File: src/rtl/cdtimer.sv
module cdtimer #(
  parameter int N_TMR  = 4,
  parameter int ADDR_W = 8,
  parameter int CNT_W  = 29
) (
  input  logic              clk,
  input  logic              rst_n,
  input  logic              tick,
  input  logic              wr_en,
  input  logic [ADDR_W-1:0] wr_addr,
  input  logic [31:0]       wr_data,
  input  logic [ADDR_W-1:0] rd_addr,
  output logic [31:0]       rd_data,
  output logic [N_TMR-1:0]  irq
);

  localparam int ARM_B = 31;
  localparam int REP_B = 30;
  localparam int ACK_B = 30;
  localparam int PAD_W = 30 - CNT_W;

  function automatic logic [ADDR_W-1:0] base_of(input int i);
    return ADDR_W'((i / 2) * 'h50 + (i % 2) * 'h08);
  endfunction

  logic             arm_q  [N_TMR];
  logic             rep_q  [N_TMR];
  logic [CNT_W-1:0] term_q [N_TMR];
  logic [CNT_W-1:0] cnt_q  [N_TMR];
  logic [N_TMR-1:0] irq_q;
  logic [N_TMR-1:0] ld_wr, ack_wr, expire;

  assign irq = irq_q;

  for (genvar g = 0; g < N_TMR; g++) begin : g_ch
    assign ld_wr[g]  = wr_en && (wr_addr == base_of(g));
    assign ack_wr[g] = wr_en && (wr_addr == base_of(g) + ADDR_W'(4)) && wr_data[ACK_B];
    assign expire[g] = arm_q[g] && tick && !ld_wr[g] && (cnt_q[g] == '0);

    always_ff @(posedge clk) begin
      if (!rst_n) begin
        arm_q[g]  <= 1'b0;
        rep_q[g]  <= 1'b0;
        term_q[g] <= '0;
        cnt_q[g]  <= '0;
      end else if (ld_wr[g]) begin
        arm_q[g]  <= wr_data[ARM_B];
        rep_q[g]  <= wr_data[REP_B];
        term_q[g] <= wr_data[CNT_W-1:0];
        cnt_q[g]  <= wr_data[CNT_W-1:0];
      end else if (arm_q[g] && tick) begin
        if (cnt_q[g] == '0) begin
          if (rep_q[g]) cnt_q[g] <= term_q[g];
          else          arm_q[g] <= 1'b0;
        end else begin
          cnt_q[g] <= cnt_q[g] - 1'b1;
        end
      end
    end

    always_ff @(posedge clk) begin
      if (!rst_n)         irq_q[g] <= 1'b0;
      else if (expire[g]) irq_q[g] <= 1'b1;
      else if (ack_wr[g]) irq_q[g] <= 1'b0;
    end

    // no tick, no movement
    p_hold_no_tick_r3: assert property (@(posedge clk) disable iff (!rst_n)
      (!tick && !ld_wr[g]) |=> $stable(cnt_q[g]));
    // exactly one step per tick
    p_count_step_r3: assert property (@(posedge clk) disable iff (!rst_n)
      (arm_q[g] && tick && !ld_wr[g] && cnt_q[g] != '0) |=>
      (cnt_q[g] == CNT_W'($past(cnt_q[g]) - 1'b1)));
    // interrupt rises only from an expiry
    p_rise_from_expiry_r4: assert property (@(posedge clk) disable iff (!rst_n)
      $rose(irq_q[g]) |-> $past(expire[g]));
    // repeat mode reloads and stays armed
    p_repeat_reload_r5: assert property (@(posedge clk) disable iff (!rst_n)
      (expire[g] && rep_q[g]) |=> (arm_q[g] && cnt_q[g] == $past(term_q[g])));
    // single mode disarms
    p_single_stop_r6: assert property (@(posedge clk) disable iff (!rst_n)
      (expire[g] && !rep_q[g]) |=> !arm_q[g]);
    // pending holds without acknowledge
    p_irq_sticky_r7: assert property (@(posedge clk) disable iff (!rst_n)
      (irq_q[g] && !ack_wr[g]) |=> irq_q[g]);
    // expiry beats acknowledge
    p_expiry_wins_r8: assert property (@(posedge clk) disable iff (!rst_n)
      expire[g] |=> irq_q[g]);
  end

  always_comb begin
    rd_data = '0;
    for (int i = 0; i < N_TMR; i++) begin
      if (rd_addr == base_of(i))
        rd_data = {arm_q[i], rep_q[i], {PAD_W{1'b0}}, term_q[i]};
      else if (rd_addr == base_of(i) + ADDR_W'(4))
        rd_data = {1'b0, irq_q[i], {PAD_W{1'b0}}, cnt_q[i]};
    end
  end

endmodule

File: config.mk
export PLATFORM = sky130hd
export DESIGN_NAME = cdtimer
export DESIGN_NICKNAME = d
export VERILOG_FILES = /design/src/rtl/cdtimer.sv
export SDC_FILE = /design/constraint.sdc
export NUM_CORES = 1
export LEC_CHECK = 0
export BUFFER_PORTS_ARGS = -buffer_cell sky130_fd_sc_hd__buf_2
export CORE_UTILIZATION = 51
export CTS_CLUSTER_DIAMETER = 40
export DETAILED_ROUTE_END_ITERATION = 10
export PLACE_DENSITY = 0.69
export SLEW_MARGIN = 15
export SYNTH_ARGS = -nofsm -noshare
export SYNTH_HDL_FRONTEND = slang
export SYNTH_SLANG_ARGS = --single-unit
File: constraint.sdc
create_clock -name clk -period 4.1 [get_ports clk]
set_input_delay 0.205 -clock clk [delete_from_list [all_inputs] [get_ports clk]]
set_output_delay 0.205 -clock clk [all_outputs]
set_load 0.01 [all_outputs]
==> results.json, run 1 <==
{
  "placement_rows": 61,
  "worst_setup_path_startpoint": "cnt_q[2][0]",
  "final_cells": 1871,
  "route.detailed.wl_per_inst_um": 24.3,
  "ant_nets": 0,
  "portBuffers": 85,
  "hold_slack_ps": 98.4,
  "worst_vdd_ir_v": 0.000332,
  "placedCellCount": 1797,
  "final-max-slew-violation-count": 0,
  "multi_input_area_mm2": 0.00666,
  "cp-end-kind": "flip-flop",
  "mostFrequentLayoutCells": "238 x edfxtp_1, 118 x nor2_1, 115 x and2_1, 107 x nand2_1, 103 x a21oi_1",
  "overflow": 0,
  "postCtsSetupRepairBufs": 0,
  "die-area_mm2": 0.0288,
  "die_h_um": 170,
  "crit_slowest_cell": "nor4_4",
  "cts_bufs_inserted": 41,
  "detailedPlacementHpwl_mm": 32.6,
  "drtIter0Drc": 1258,
  "fin_ws_ps": 491,
  "netlist_instances": 1376,
  "setup_violations": 0,
  "ys_dominant_reg_cell": "edfxtp_1",
  "synth_async_sr_flop_share_pct": 0,
  "layout_commonest_cell": "edfxtp_1",
  "power.density_mw_per_mm2": 412,
  "crit_chain": "inv_1 -> ha_1 -> nor4b_2 -> nand4b_1 -> nor4_4 -> nand4_4 -> o21a_1 -> o2bb2a_1",
  "antenna_found_initial": 0,
  "p_leak_uw": 0.00655,
  "cp_slowest_stage_delay_ps": 670,
  "layout.core_utilization_pct": 59.7,
  "clock-sinks": 244,
  "cts_buffer_depth": 3,
  "sequential_area_share_after_synthesis_pct": 50.7,
  "max_cap_viol_count": 0,
  "worst_slew_pin_slew_ps": 1190,
  "rsz_0062_raised_after_global_routing": "no",
  "total_via_count_after_detailed_routing": 12000,
  "worst_hold_class": "input port to flip-flop",
  "grt_pass1_vias": 11500,
  "worstReg2RegStart": "cnt_q[2][0]",
  "clock_latency_of_the_later_clocked_register_in_the_worst_skew_pair_ps": 520,
  "place_congestion": 0.965,
  "clock_tree.htree_level_count": 2,
  "timing_worst_setup_path_type": "flip-flop to flip-flop",
  "hp-start": "wr_data[11]",
  "finalHoldViolCount": 0,
  "synth.ff_latch_count": 244,
  "synth_edf_count": 238,
  "clk_root_buffer_cell": "clkbuf_16",
  "vias_per_cell": 6.40,
  "clock_pin_transition_on_the_worst_setup_and_hold_timing_paths_ps": 50,
  "grt_util_overall_pct": 31.8,
  "period_share_pct": 88.0,
  "num_io_pins": 88,
  "area_growth_from_synthesis_to_layout_pct": 15.3,
  "finClkSkew_ps": 19.6,
  "synth.avg_cell_area_um2": 10.4,
  "floorplan.core_area_mm2": 0.0277,
  "fin_tns_setup_ps": 0,
  "syn-cell-area_mm2": 0.0143,
  "relSlewSlack_pct": 20.3,
  "grt_start_max_net_pins": 73,
  "critPathArrivalTime_ps": 3870,
  "drive_gt1_share_pct": 14.3,
  "cp-start-kind": "flip-flop",
  "critPathMaxFanout": 19,
  "postRouteWirelength_mm": 45.5,
  "run_status": "complete, no violations",
  "grt_first_pass_wirelength_mm": 68.4,
  "drcViolationCount": 0,
  "ys_types": 71,
  "die_x_um": 170,
  "clock_tree_from_tritoncts": "done",
  "n_fill_cell": 2351,
  "final_period_minus_worst_setup_slack_ps": 3610,
  "initial_utilization_pct": 51.8,
  "seq_area_mm2": 0.00727,
  "syn-num-nets": 1432,
  "fin_nets": 1520,
  "critical_path_required_ps": 4360,
  "yosys_warnings": 0,
  "drt_pre_antenna_iters": 5,
  "post-place-ws_ps": 614,
  "clock.fmax_mhz": 277
}
## critical path, delay by kind of cell (launching register included)
family                     cells  cell delay [ps]
adders and majority gates      1              230
AOI/OAI and AO/OA              2              610
and+or+nand+nor                4             1990
buffers and inverters          1               90
DFF                            1              440
## cells by family (layout without fill, tap and decap cells)
kind of cell | count (synthesis) | in the layout | synth area share [%]
AND/OR/NAND/NOR | 536 | 536 | 20.1
XOR/XNOR | 80 | 80 | 4.88
flip-flops | 244 | 244 | 50.7
other | 1 | 2 | 0.0261
multiplexers | 72 | 72 | 5.02
buffers and inverters | 102 | 218 | 3.08
AO/OA/AOI/OAI | 337 | 337 | 15.9
adder cells (fa/ha/maj) | 4 | 4 | 0.349
## per-layer routing
metal / share of wire (%) / vias up / global-route usage (%)
li1: - / 5427 / -
met1: 42 / 5861 / 42.7
met2: 46 / 574 / 50.3
met3: 8.1 / 108 / 6.11
met4: 4.3 / 0 / 13.7
met5: 0 / - / 0
## report_power, final
group | internal (uW) | switching (uW)
registers | 2880 | 129
clock network | 2160 | 1150
logic | 179 | 324
total | 5220 | 1610
## through the flow
step                total power, uW  cell area (um^2)
floorplan                      3310             14300
CTS                            6840             16500
finish                         6820             16500
detailed placement             3540             15200
global placement               3530             15200
global route                   7010             16500
## registers in the layout (all words and copies together), names as in the netlist
name	cells
cnt_q	116
term_q	116
arm_q	4
irq	4
rep_q	4
## final timing paths
kind         slack (ps)  depth (start not counted)            end
max                 490                          8   cnt_q[2][20]
min                 100                          3  term_q[2][11]
max reg2reg         490                          8   cnt_q[2][20]
min reg2reg         520                          2         irq[0]
## layout make-up
type | instances | share of cell area [%]
flip-flops and latches | 244 | 43.9
clock inverters | 19 | 1.38
clock buffers | 52 | 6.51
well taps | 378 | 2.86
multi-input cells | 1030 | 40.3
diodes | 1 | 0.0151
inverters | 22 | 0.499
repair buffers | 125 | 4.51
## synth_stat cells, drive strengths merged, types with 32 or more instances
cell type	count	area share, %
a21oi	104	3.7
a211o	38	2.3
o22ai	55	2.4
clkbuf	54	1.4
mux2i	72	5.0
edfxtp	238	50
nor4	32	1.8
and2	116	5.1
nand2	107	2.8
nor2	120	3.1
a22o	33	2.0
xnor2	50	3.1
nor3	36	1.3
## repair_timing
| item | CTS | global route |
|---|---|---|
| hold endpoints to repair | 2 | 0 |
| gates resized for setup | 0 | 0 |
| hold buffers | 2 | 0 |
Note: power is estimated with default switching activity, not from simulation.
==> run 2: changes to the inputs <==
--- a/config.mk
+++ b/config.mk
@@ -10,6 +10,7 @@
 export CTS_CLUSTER_DIAMETER = 40
 export DETAILED_ROUTE_END_ITERATION = 10
 export PLACE_DENSITY = 0.69
+export RECOVER_POWER = 25
 export SLEW_MARGIN = 15
 export SYNTH_ARGS = -nofsm -noshare
 export SYNTH_HDL_FRONTEND = slang
==> run 2 against run 1 <==
- the run now ends with capacitance limit, slew limit left
- sequential share of layout area rose by 0.090 points
- flip-flop and latch count unchanged
- via count is essentially flat
- clock skew is 2.3 ps higher
==> results.json, run 2 (synthesis results as in run 1) <==
{
  "final_cells": 1871,
  "critical_path_required_ps": 4360,
  "num_io_pins": 88,
  "clock_tree_from_tritoncts": "done",
  "critPathArrivalTime_ps": 3890,
  "reg_top3": "cnt_q: 116 flops, term_q: 116 flops",
  "die-area_mm2": 0.0288,
  "floorplan.core_area_mm2": 0.0277,
  "max_cap_viol_count": 4,
  "cts_buffer_depth": 3,
  "layout_commonest_cell": "edfxtp_1",
  "area_growth_from_synthesis_to_layout_pct": 15.1,
  "fin_nets": 1520,
  "period_share_pct": 88.6,
  "worst_slew_pin_slew_ps": 2100,
  "clock_tree.htree_level_count": 2,
  "ant_nets": 0,
  "clock.fmax_mhz": 275,
  "fin_tns_setup_ps": 0,
  "cp-start-kind": "flip-flop",
  "grt_util_overall_pct": 31.8,
  "cp-end-kind": "flip-flop",
  "route.detailed.wl_per_inst_um": 24.3,
  "hp-start": "wr_data[10]",
  "timing.hold.worst_path_depth": 3,
  "total_via_count_after_detailed_routing": 12000,
  "portBuffers": 85,
  "overflow": 0,
  "postRouteWirelength_mm": 45.5,
  "detailedPlacementHpwl_mm": 32.6,
  "initial_utilization_pct": 51.8,
  "crit_reg_reg_endpoint": "cnt_q[2][20]",
  "setup_violations": 0,
  "die_h_um": 170,
  "p_leak_uw": 0.00648,
  "grt_pass1_vias": 11500,
  "finalHoldViolCount": 0,
  "clock_pin_transition_on_the_worst_setup_and_hold_timing_paths_ps": 50,
  "worst_r2r_path_depth": 8,
  "run_status": "complete, but fails checks",
  "mostFrequentLayoutCells": "238 x edfxtp_1, 118 x nor2_1, 107 x nand2_1, 103 x a21oi_1, 84 x and2_1",
  "timing_worst_setup_path_type": "flip-flop to flip-flop",
  "place_congestion": 0.965,
  "drcViolationCount": 0,
  "antenna_found_initial": 0,
  "grt_first_pass_wirelength_mm": 68.4,
  "worstReg2RegStart": "cnt_q[2][0]",
  "drt_pre_antenna_iters": 5,
  "clock_latency_of_the_later_clocked_register_in_the_worst_skew_pair_ps": 520,
  "finClkSkew_ps": 21.9,
  "final-max-slew-violation-count": 131,
  "total_power_uw": 6830,
  "final_period_minus_worst_setup_slack_ps": 3630,
  "failed_checks": "capacitance limit, slew limit",
  "clock-sinks": 244,
  "power.density_mw_per_mm2": 414,
  "flop2flop_setup_slack_ps": 470,
  "relSlewSlack_pct": -40.1,
  "drtIter0Drc": 1264,
  "worst_vdd_ir_v": 0.000332,
  "placedCellCount": 1797,
  "worst_hold_class": "input port to flip-flop",
  "drive_gt1_share_pct": 13.5,
  "die_x_um": 170,
  "placement_rows": 61,
  "grt_start_max_net_pins": 73,
  "clk_root_buffer_cell": "clkbuf_16",
  "critPathMaxFanout": 19,
  "cts_bufs_inserted": 41,
  "rsz_0062_raised_after_global_routing": "no",
  "postCtsSetupRepairBufs": 0,
  "vias_per_cell": 6.40,
  "stdcell_area_mm2": 0.0165,
  "hold_end": "term_q[2][10]",
  "dpl_cell_area_mm2": 0.0152
}
-- run 2: repair_timing --
action                    in CTS  in global routing
hold endpoints to repair       2                  0
resized for setup              0                  0
hold buffers                   2                  0
-- run 2: metrics by stage --
stage          utilization (%)  hold WS [ps]  setup slack (ps)
2_1_floorplan                -           331               603
3_3_place_gp              54.9           500               741
3_5_place_dp              54.9           503               614
4_1_cts                   59.7          88.0               542
5_1_grt                   59.6          98.0               273
6_report                  59.6          99.0               469
-- run 2: worst max-delay path, stage by stage, from the launching register on --
cell      delay [ps]
edfxtp_1         440
inv_1             90
ha_1             230
nor4b_2          530
nand4b_1         370
nor4_4           670
nand4_4          430
o21a_1           320
o2bb2a_1         290
-- run 2: worst max-delay path by stage --
stage,from,endpoint,cells past startpoint
finish,cnt_q[2][0],cnt_q[2][20],8
global route,cnt_q[2][0],cnt_q[2][10],9
CTS,cnt_q[2][0],cnt_q[2][20],8
detailed placement,cnt_q[2][0],cnt_q[2][21],8
global placement,cnt_q[2][0],cnt_q[2][25],8
floorplan,cnt_q[2][0],cnt_q[2][0],9
-- run 2: where the power goes --
| part | leakage, uW | internal (uW) | switching [uW] |
|---|---|---|---|
| Clock | 0.000631 | 2160 | 1160 |
| Combinational | 0.00343 | 178 | 324 |
| Sequential | 0.00242 | 2880 | 129 |
-- run 2: final cells by class --
type / count / area, um^2
fillers: 2358 / 11200
clock buffers: 52 / 1080
multi-input cells: 1030 / 6660
inverters: 22 / 82.6
diodes: 1 / 2.50
well taps: 378 / 473
repair buffers: 125 / 718
clock inverters: 19 / 229
flip-flops and latches: 244 / 7270
-- run 2: routing by layer --
metal / share of wire (%) / vias up / track usage [%]
li1: - / 5424 / -
met1: 42 / 5853 / 42.7
met2: 46 / 584 / 50.3
met3: 8.1 / 110 / 6.11
met4: 4.3 / 0 / 13.7
met5: 0 / - / 0
